<file path="config.mk">
export PLATFORM = sky130hd
export DESIGN_NAME = phase_oneshot_timer
export DESIGN_NICKNAME = d
export VERILOG_FILES = /design/src/rtl/phase_timer_pkg.sv /design/src/rtl/preset_bank.sv /design/src/rtl/reload_select.sv /design/src/rtl/oneshot_counter.sv /design/src/rtl/phase_oneshot_timer.sv
export SDC_FILE = /design/constraint.sdc
export NUM_CORES = 1
export LEC_CHECK = 0
export ABC_AREA = 1
export BUFFER_PORTS_ARGS = -buffer_cell sky130_fd_sc_hd__buf_4
export CORE_MARGIN = 10
export CORE_UTILIZATION = 25
export CTS_BUF_LIST = sky130_fd_sc_hd__clkbuf_4 sky130_fd_sc_hd__clkbuf_8
export CTS_CLUSTER_DIAMETER = 100
export DETAILED_ROUTE_END_ITERATION = 10
export PLACE_DENSITY = 0.37
export SLEW_MARGIN = 0
export SYNTH_ARGS = -nofsm -noshare
export SYNTH_HDL_FRONTEND = slang
export SYNTH_HIERARCHICAL = 1
export SYNTH_SLANG_ARGS = --single-unit
export TNS_END_PERCENT = 10
</file>
<file path="constraint.sdc">
create_clock -name clk -period 1.9 [get_ports clk]
set_clock_uncertainty 0.1 [all_clocks]
set_input_delay 0 -clock clk [delete_from_list [all_inputs] [get_ports clk]]
set_output_delay 0 -clock clk [all_outputs]
set_load 0.01 [all_outputs]
</file>
<file path="src/rtl/phase_timer_pkg.sv">
package phase_timer_pkg;
  typedef enum logic {
    RELOAD_SINGLE = 1'b0,
    RELOAD_ALT    = 1'b1
  } reload_mode_e;

  localparam logic PHASE_POS = 1'b0;
  localparam logic PHASE_NEG = 1'b1;
endpackage

</file>
<file path="src/rtl/preset_bank.sv">
module preset_bank #(
  parameter int W = 16
) (
  input  logic         clk,
  input  logic         rst_n,
  input  logic         period_uf,
  input  logic         pri_we,
  input  logic [W-1:0] pri_wdata,
  input  logic         sec_we,
  input  logic [W-1:0] sec_wdata,
  output logic [W-1:0] pri_q,
  output logic [W-1:0] sec_q
);
  logic pri_wr_ok;
  logic sec_wr_ok;

  assign pri_wr_ok = pri_we && !period_uf;
  assign sec_wr_ok = sec_we && !period_uf;

  always_ff @(posedge clk or negedge rst_n) begin
    if (!rst_n) begin
      pri_q <= '0;
      sec_q <= '0;
    end else begin
      if (pri_wr_ok) pri_q <= pri_wdata;
      if (sec_wr_ok) sec_q <= sec_wdata;
    end
  end


  uf_blocks_write_chk: assert property (@(posedge clk) disable iff (!rst_n)
    period_uf |=> ($stable(pri_q) && $stable(sec_q)));
endmodule

</file>
<file path="src/rtl/reload_select.sv">
module reload_select
  import phase_timer_pkg::*;
#(
  parameter int W = 16
) (
  input  logic         clk,
  input  logic         rst_n,
  input  logic         load_req,
  input  reload_mode_e mode,
  input  logic [W-1:0] pri_val,
  input  logic [W-1:0] sec_val,
  output logic [W-1:0] sel_val
);
  logic use_pri_q;

  function automatic logic [W-1:0] pick_preset(
    input reload_mode_e m,
    input logic         ptr_pri,
    input logic [W-1:0] p,
    input logic [W-1:0] s
  );
    if (m == RELOAD_SINGLE) return p;
    return ptr_pri ? p : s;
  endfunction

  assign sel_val = pick_preset(mode, use_pri_q, pri_val, sec_val);

  always_ff @(posedge clk or negedge rst_n) begin
    if (!rst_n) use_pri_q <= 1'b0;
    else if (load_req && mode == RELOAD_ALT) use_pri_q <= !use_pri_q;
  end


  alt_ptr_flip_chk: assert property (@(posedge clk) disable iff (!rst_n)
    (load_req && mode == RELOAD_ALT) |=> (use_pri_q != $past(use_pri_q)));


  ptr_hold_chk: assert property (@(posedge clk) disable iff (!rst_n)
    !load_req |=> $stable(use_pri_q));
endmodule

</file>
<file path="src/rtl/oneshot_counter.sv">
module oneshot_counter
  import phase_timer_pkg::*;
#(
  parameter int W = 16
) (
  input  logic         clk,
  input  logic         rst_n,
  input  logic         tick_en,
  input  logic         start_trg,
  input  logic [W-1:0] load_val,
  output logic         load_req,
  output logic         phase_q,
  output logic         stop_q,
  output logic         busy_q
);
  localparam logic [W-1:0] ONE = {{(W-1){1'b0}}, 1'b1};

  logic [W-1:0] cnt_q;
  logic         expire;
  logic         zero_load;

  function automatic logic [W-1:0] count_down(input logic [W-1:0] c);
    return c - ONE;
  endfunction

  assign load_req  = start_trg && !busy_q;
  assign zero_load = load_req && (load_val == '0);
  assign expire    = busy_q && tick_en && (cnt_q == ONE);

  always_ff @(posedge clk or negedge rst_n) begin
    if (!rst_n) begin
      cnt_q   <= '0;
      busy_q  <= 1'b0;
      phase_q <= PHASE_POS;
      stop_q  <= 1'b0;
    end else begin
      stop_q <= 1'b0;
      if (load_req) begin
        cnt_q  <= load_val;
        busy_q <= !zero_load;
      end else if (expire) begin
        busy_q  <= 1'b0;
        phase_q <= !phase_q;
        stop_q  <= 1'b1;
        cnt_q   <= '0;
      end else if (busy_q && tick_en) begin
        cnt_q <= count_down(cnt_q);
      end
    end
  end


  stop_one_clk_chk: assert property (@(posedge clk) disable iff (!rst_n)
    stop_q |=> !stop_q);


  stop_idle_chk: assert property (@(posedge clk) disable iff (!rst_n)
    stop_q |-> !busy_q);


  phase_only_at_stop_chk: assert property (@(posedge clk) disable iff (!rst_n)
    (phase_q != $past(phase_q)) |-> stop_q);


  zero_no_start_chk: assert property (@(posedge clk) disable iff (!rst_n)
    zero_load |=> (!busy_q && !stop_q));


  hold_without_tick_chk: assert property (@(posedge clk) disable iff (!rst_n)
    (busy_q && !tick_en) |=> ($stable(cnt_q) && busy_q));
endmodule

</file>
<file path="src/rtl/phase_oneshot_timer.sv">
module phase_oneshot_timer
  import phase_timer_pkg::*;
#(
  parameter int W = 16
) (
  input  logic         clk,
  input  logic         rst_n,
  input  logic         tick_en,
  input  logic         start_trg,
  input  logic         pri_we,
  input  logic [W-1:0] pri_wdata,
  input  logic         sec_we,
  input  logic [W-1:0] sec_wdata,
  input  logic         alt_mode,
  input  logic         period_uf,
  output logic         phase_out,
  output logic         stop_pulse,
  output logic         busy
);
  logic [W-1:0] pri_val;
  logic [W-1:0] sec_val;
  logic [W-1:0] sel_val;
  logic         load_req;
  reload_mode_e mode;

  assign mode = alt_mode ? RELOAD_ALT : RELOAD_SINGLE;

  preset_bank #(.W(W)) u_bank (
    .clk       (clk),
    .rst_n     (rst_n),
    .period_uf (period_uf),
    .pri_we    (pri_we),
    .pri_wdata (pri_wdata),
    .sec_we    (sec_we),
    .sec_wdata (sec_wdata),
    .pri_q     (pri_val),
    .sec_q     (sec_val)
  );

  reload_select #(.W(W)) u_sel (
    .clk      (clk),
    .rst_n    (rst_n),
    .load_req (load_req),
    .mode     (mode),
    .pri_val  (pri_val),
    .sec_val  (sec_val),
    .sel_val  (sel_val)
  );

  oneshot_counter #(.W(W)) u_cnt (
    .clk       (clk),
    .rst_n     (rst_n),
    .tick_en   (tick_en),
    .start_trg (start_trg),
    .load_val  (sel_val),
    .load_req  (load_req),
    .phase_q   (phase_out),
    .stop_q    (stop_pulse),
    .busy_q    (busy)
  );


  busy_ignores_trg_chk: assert property (@(posedge clk) disable iff (!rst_n)
    (busy && start_trg) |-> !load_req);
endmodule

</file>
==> impl_metrics.tcl, run 1 <==
set metrics [dict create \
    max-vdd-ir-drop_v 0.000373 \
    setup.worst_path.start_class "flip-flop" \
    viasPerCell 4.38 \
    ant_nets 0 \
    route.detailed.drc 0 \
    num_rows 39 \
    worst_pin_slew_ns 0.701 \
    power_mw 4.02 \
    place.gp.congestion 0.793 \
    p_switching_mw 1.66 \
    clk_path_buf_depth 2 \
    cts_made_buffers 5 \
    die_x_um 129 \
    grt_max_degree 53 \
    hold_path_class "in2reg" \
    max_stage_delay_ns 0.38 \
    first_pass_iters 4 \
    antenna_found_initial 0 \
    fin_crit_ns 1.65 \
    yosysTopAreaCell "dfrtp_1" \
    grt_pass1_wl_um 14600 \
    cts_max_level 2 \
    wirelength_um 8410 \
    synth_area_leaders "dfrtp_1, nand2_1, nand3_1, o21bai_1, inv_1" \
    synth_warnings 6 \
    avgSynthCellArea_um2 7.72 \
    setup_viol 0 \
    crit_chain "inv_2, buf_4, nand3_1, nand2_1, nor4_1, nand3_1, nand2_1, nand2_1" \
    place_hpwl_um 6070 \
    cts_repair_resize_count 0 \
    power_frac_clock_pct 16.6 \
    max_freq_ghz 0.605 \
    clock-sinks 52 \
    drive_gt1_share_pct 15.4 \
    crit_type "reg2reg" \
    cts_tree "built" \
    clk-insertion-delay-late_ns 0.30 \
    cp_max_fo 17 \
    cp_common_cell "nand2_1" \
    n_antenna_cell 0 \
    period_share_pct 87.0 \
    hold_viol_final 0 \
    grt.overflow.total 0 \
    wire_per_inst_um 13.3 \
    internal_power_mw 2.37 \
    finish.net_count 529 \
    holdWs_ns 0.0702 \
    pwr-share-seq_pct 39.9 \
    relSlewSlack_pct 53.3 \
    cts-root-buf "clkbuf_8" \
    p_per_area_nw_per_um2 983 \
    io_buffers 42 \
    switching_share_pct 41.2 \
    area_growth_pct 38.4 \
    maxSlewViolCount 0 \
    first_global_vias 2941 \
    synthCells 383 \
    yosys.cell_types.count 28 \
    io_pins 43 \
    fin_setup_tns_ns 0 \
    ys_seq_elements 52 \
    critPathCaptureType "flip-flop" \
    status "finished clean" \
    die_h_um 129 \
    required_ns 2.00 \
    final_util_pct 35.5 \
    path_clk_slew_ns 0.11 \
    netlist_area_um2 2960 \
    vias 2766 \
    gr-usage-all-layers_pct 10.6 \
    core_um2 11500 \
    comb_power_share_pct 43.5 \
    cp.arrival_ns 1.75 \
    dieArea_um2 16600 \
    initial_utilization_pct 25.7 \
    drv_cap 0 \
    initialDrtViolationCount 121 \
    cp_slowest_cell "dfrtp_1" \
    syn_nets 425 \
    rsz0062_at_grt "no" \
    p_leak_nw 1.97 \
    synth_top_area_share_pct 44.0 \
    ys_seq_area_share_pct 44.0 \
]
==> power by group through the flow <==
stage               Combinational [mW]  Sequential [mW]  Clock (mW)
floorplan                         1.27             1.57           0
global placement                  1.69             1.63           0
detailed placement                1.69             1.63           0
CTS                               1.79             1.61       0.711
global route                      2.04             1.64       0.754
finish                            1.75             1.60       0.666
==> worst paths after layout <==
check / from / to / slack [ns] / cells after the start
hold reg to reg: u_bank/pri_q[13]$_DFFE_PN0P_ / u_bank/pri_q[13]$_DFFE_PN0P_ / 0.38 / 2
max in group asynchronous: rst_n / u_bank/pri_q[13]$_DFFE_PN0P_ / 1.04 / 2
setup / recovery: u_sel/use_pri_q$_DFFE_PN0P_ / u_cnt/busy_q$_DFFE_PN0P_ / 0.25 / 8
hold / removal: sec_we / u_bank/sec_q[6]$_DFFE_PN0P_ / 0.07 / 4
setup reg to reg: u_sel/use_pri_q$_DFFE_PN0P_ / u_cnt/busy_q$_DFFE_PN0P_ / 0.25 / 8
min in group asynchronous: rst_n / u_cnt/busy_q$_DFFE_PN0P_ / 0.18 / 2
==> kinds of logic (layout without fill, tap and decap cells) <==
kind of cell    count (synthesis)  in the layout  synth area share (%)
compound gates                 29             29                  6.60
xor+xnor                        8              8                  2.37
fa+ha+maj                       2              2                 0.846
buf+inv                        47            152                  9.06
flops                          52             52                  44.0
simple gates                  245            245                  37.1
==> repair_timing <==
item,CTS,global route
hold buffers,66,0
setup buffers,0,0
hold endpoints to repair,85,0
==> flip-flops by register name, indices dropped and copies added, names as in the netlist <==
signal	flops
u_cnt/stop_q	1
u_cnt/cnt_q	16
u_sel/use_pri_q	1
u_bank/pri_q	16
u_bank/sec_q	16
u_cnt/phase_q	1
u_cnt/busy_q	1
==> worst max-delay path, delay by kind of cell, from the launching register on <==
kind / cells / cell delay [ns]
AND/OR/NAND/NOR: 6 / 0.81
flip-flops: 1 / 0.38
buffers and inverters: 2 / 0.25
==> metrics by stage <==
stage,setup slack (ns),area [µm²],cells
floorplan,0.427,2960,383
global placement,0.274,3340,557
detailed placement,0.238,3340,557
CTS,0.217,4090,631
global route,0.0775,4090,631
finish,0.247,4090,631
==> layout make-up <==
class,count,area [µm²]
fillers,1249,7420
multi-input cells,284,1390
flip-flops and latches,52,1300
repair buffers,113,1010
well taps,143,179
inverters,31,119
clock buffers,6,76.3
clock inverters,2,16.3
==> placed cells by master, fill, tap and decap left out, types with 2 or more instances in the layout <==
master,count
buf_4,47
clkbuf_8,5
dfrtp_1,52
dlygate4sd3_1,66
ha_1,2
inv_1,28
nand2_1,137
nand2_2,10
nand2_4,2
nand3_1,62
nand3_2,2
nand4_1,2
nor2_1,22
nor4_1,3
o21ai_0,5
o21bai_1,16
o22ai_1,8
xnor2_1,2
xor2_1,6
==> synth_stat cells <==
library cell / instances
nor3_2: 1
nor2_1: 22
ha_1: 2
nand2_4: 2
xor2_1: 6
nand2_8: 1
inv_1: 28
nand2_2: 10
nand3_1: 62
nand4_1: 2
buf_2: 2
or2_1: 1
buf_6: 7
o21ai_0: 5
buf_4: 6
o21bai_1: 16
o22ai_1: 8
inv_2: 1
buf_8: 1
xnor2_1: 2
nand3_2: 2
nand2_1: 137
dfrtp_1: 52
nor2_2: 1
inv_4: 1
nor2_4: 1
clkinv_1: 1
nor4_1: 3
==> metal layers <==
metal / global-route usage, % / vias up / wire (µm)
met5: 0 / - / 0
met4: 1.47 / 0 / 0
met3: 2.05 / 0 / 287
li1: - / 1428 / -
met1: 13.9 / 1292 / 4120
met2: 18.1 / 46 / 4000
No activity file was read; power rests on OpenSTA's default activity.
==> inputs of run 2 (changes only) <==
- RECOVER_POWER: not set -> 25
==> run 2 against run 1 <==
Net effect: sequential share of layout area hardly changed; combinational power barely moved; critical path depth is the same; flip-flop and latch count unchanged; first-iteration DRC count rose by 6.6%; non-clock buffer count unchanged; final cell count stayed put.
==> impl_metrics.tcl, run 2 (synthesis gave the netlist of run 1 again) <==
set metrics [dict create \
    cts_tree "built" \
    p_leak_nw 1.96 \
    die_h_um 129 \
    critPathCaptureType "flip-flop" \
    dp_slack_ns 0.238 \
    rsz0062_at_grt "no" \
    core_um2 11500 \
    p_per_area_nw_per_um2 984 \
    hold_path_class "in2reg" \
    die_x_um 129 \
    place.gp.congestion 0.793 \
    antenna_found_initial 0 \
    cts-root-buf "clkbuf_8" \
    period_share_pct 87.0 \
    max_freq_ghz 0.605 \
    hp-start "sec_we" \
    worst_pin_slew_ns 1.36 \
    io_pins 43 \
    dieArea_um2 16600 \
    drv_cap 0 \
    hold_viol_final 0 \
    path_clk_slew_ns 0.11 \
    initial_utilization_pct 25.7 \
    viasPerCell 4.38 \
    cp_max_fo 17 \
    wirelength_um 8400 \
    finish.net_count 529 \
    fillCellCount 1252 \
    vias 2766 \
    setup_viol 0 \
    grt.overflow.total 0 \
    mostFrequentLayoutCells "nand2_1, dlygate4sd3_1, nand3_1, dfrtp_1, buf_4" \
    max_stage_delay_ns 0.38 \
    place_hpwl_um 6070 \
    status "finished clean" \
    drive_gt1_share_pct 15.2 \
    reg_top3 "u_bank/pri_q (16), u_bank/sec_q (16), u_cnt/cnt_q (16)" \
    setup.worst_path.start_class "flip-flop" \
    area_growth_pct 38.2 \
    final_common_cell "nand2_1" \
    cp_top_family "simple AND/OR/NAND/NOR gates" \
    maxSlewViolCount 0 \
    wire_per_inst_um 13.3 \
    clk_path_buf_depth 2 \
    io_buffers 42 \
    max-vdd-ir-drop_v 0.000374 \
    cp.arrival_ns 1.75 \
    crit_type "reg2reg" \
    relSlewSlack_pct 9.11 \
    ant_nets 0 \
    grt_max_degree 53 \
    first_pass_iters 4 \
    final_util_pct 35.5 \
    route.detailed.drc 0 \
    gr-usage-all-layers_pct 10.6 \
    clk-insertion-delay-late_ns 0.30 \
    grt_pass1_wl_um 14600 \
    postCtsSetupBuffers 0 \
    cts_made_buffers 5 \
    required_ns 2.00 \
    first_global_vias 2941 \
    critPathBufInv 2 \
    fin_crit_ns 1.65 \
    holdWs_ns 0.0702 \
    setup_slack_ns 0.247 \
    crit_chain "inv_2, buf_4, nand3_1, nand2_1, nor4_1, nand3_1, nand2_1, nand2_1" \
    initialDrtViolationCount 129 \
    n_antenna_cell 0 \
    cp-startpoint "u_sel/use_pri_q$_DFFE_PN0P_" \
    clock-sinks 52 \
    cts_max_level 2 \
    num_rows 39 \
    fin_setup_tns_ns 0 \
    cp_common_cell "nand2_1" \
    crit-reg2reg-launch "u_sel/use_pri_q$_DFFE_PN0P_" \
    cp_slowest_cell "dfrtp_1" \
]
-- run 2: what timing repair did --
| item | in CTS | in global routing |
|---|---|---|
| endpoints found under the hold margin | 85 | 0 |
| hold buffers | 66 | 0 |
| resized for setup | 0 | 0 |
-- run 2: stage by stage --
| step | std cells | power, mW | area, µm² |
|---|---|---|---|
| floorplan | 383 | 2.83 | 2960 |
| global placement | 557 | 3.31 | 3340 |
| detailed placement | 557 | 3.32 | 3340 |
| CTS | 631 | 4.11 | 4090 |
| global route | 631 | 4.43 | 4090 |
| finish | 631 | 4.02 | 4090 |
-- run 2: worst reg2reg max path, stage by stage, from the launching register on --
cell and delay (ns):
dfrtp_1 0.38, inv_2 0.06, buf_4 0.19, nand3_1 0.11, nand2_1 0.08, nor4_1 0.33, nand3_1 0.12, nand2_1 0.12
nand2_1 0.06
-- run 2: power breakdown --
part / switching, mW / leakage (nW) / internal (mW) / total [mW]
clock: 0.389 / 0.0448 / 0.278 / 0.667
sequential: 0.233 / 0.649 / 1.37 / 1.60
combinational: 1.03 / 1.27 / 0.716 / 1.75
-- run 2: worst paths after layout --
check                      slack [ns]  depth (start not counted)                            to
max                              0.25                          8      u_cnt/busy_q$_DFFE_PN0P_
min                              0.07                          4   u_bank/sec_q[6]$_DFFE_PN0P_
max reg2reg                      0.25                          8      u_cnt/busy_q$_DFFE_PN0P_
min reg2reg                      0.38                          2  u_bank/pri_q[13]$_DFFE_PN0P_
max in group asynchronous        0.43                          2  u_bank/pri_q[13]$_DFFE_PN0P_
min in group asynchronous        0.44                          2      u_cnt/busy_q$_DFFE_PN0P_
-- run 2: area by class of cell --
type	count	area [µm²]	area share (%)
well taps	143	179	4.38
clock inverters	2	16.3	0.398
multi-input cells	284	1390	34.0
flip-flops and latches	52	1300	31.8
repair buffers	113	1010	24.6
clock buffers	6	76.3	1.87
inverters	31	119	2.91
-- run 2: layer usage --
metal | routed length [µm] | up-vias | GRT usage, % | share of wire, %
met5 | 0 | - | 0 | 0
met3 | 258 | 0 | 2.05 | 3.1
met4 | 0 | 0 | 1.47 | 0
li1 | - | 1428 | - | -
met2 | 4000 | 46 | 18.1 | 48
met1 | 4150 | 1292 | 13.9 | 49
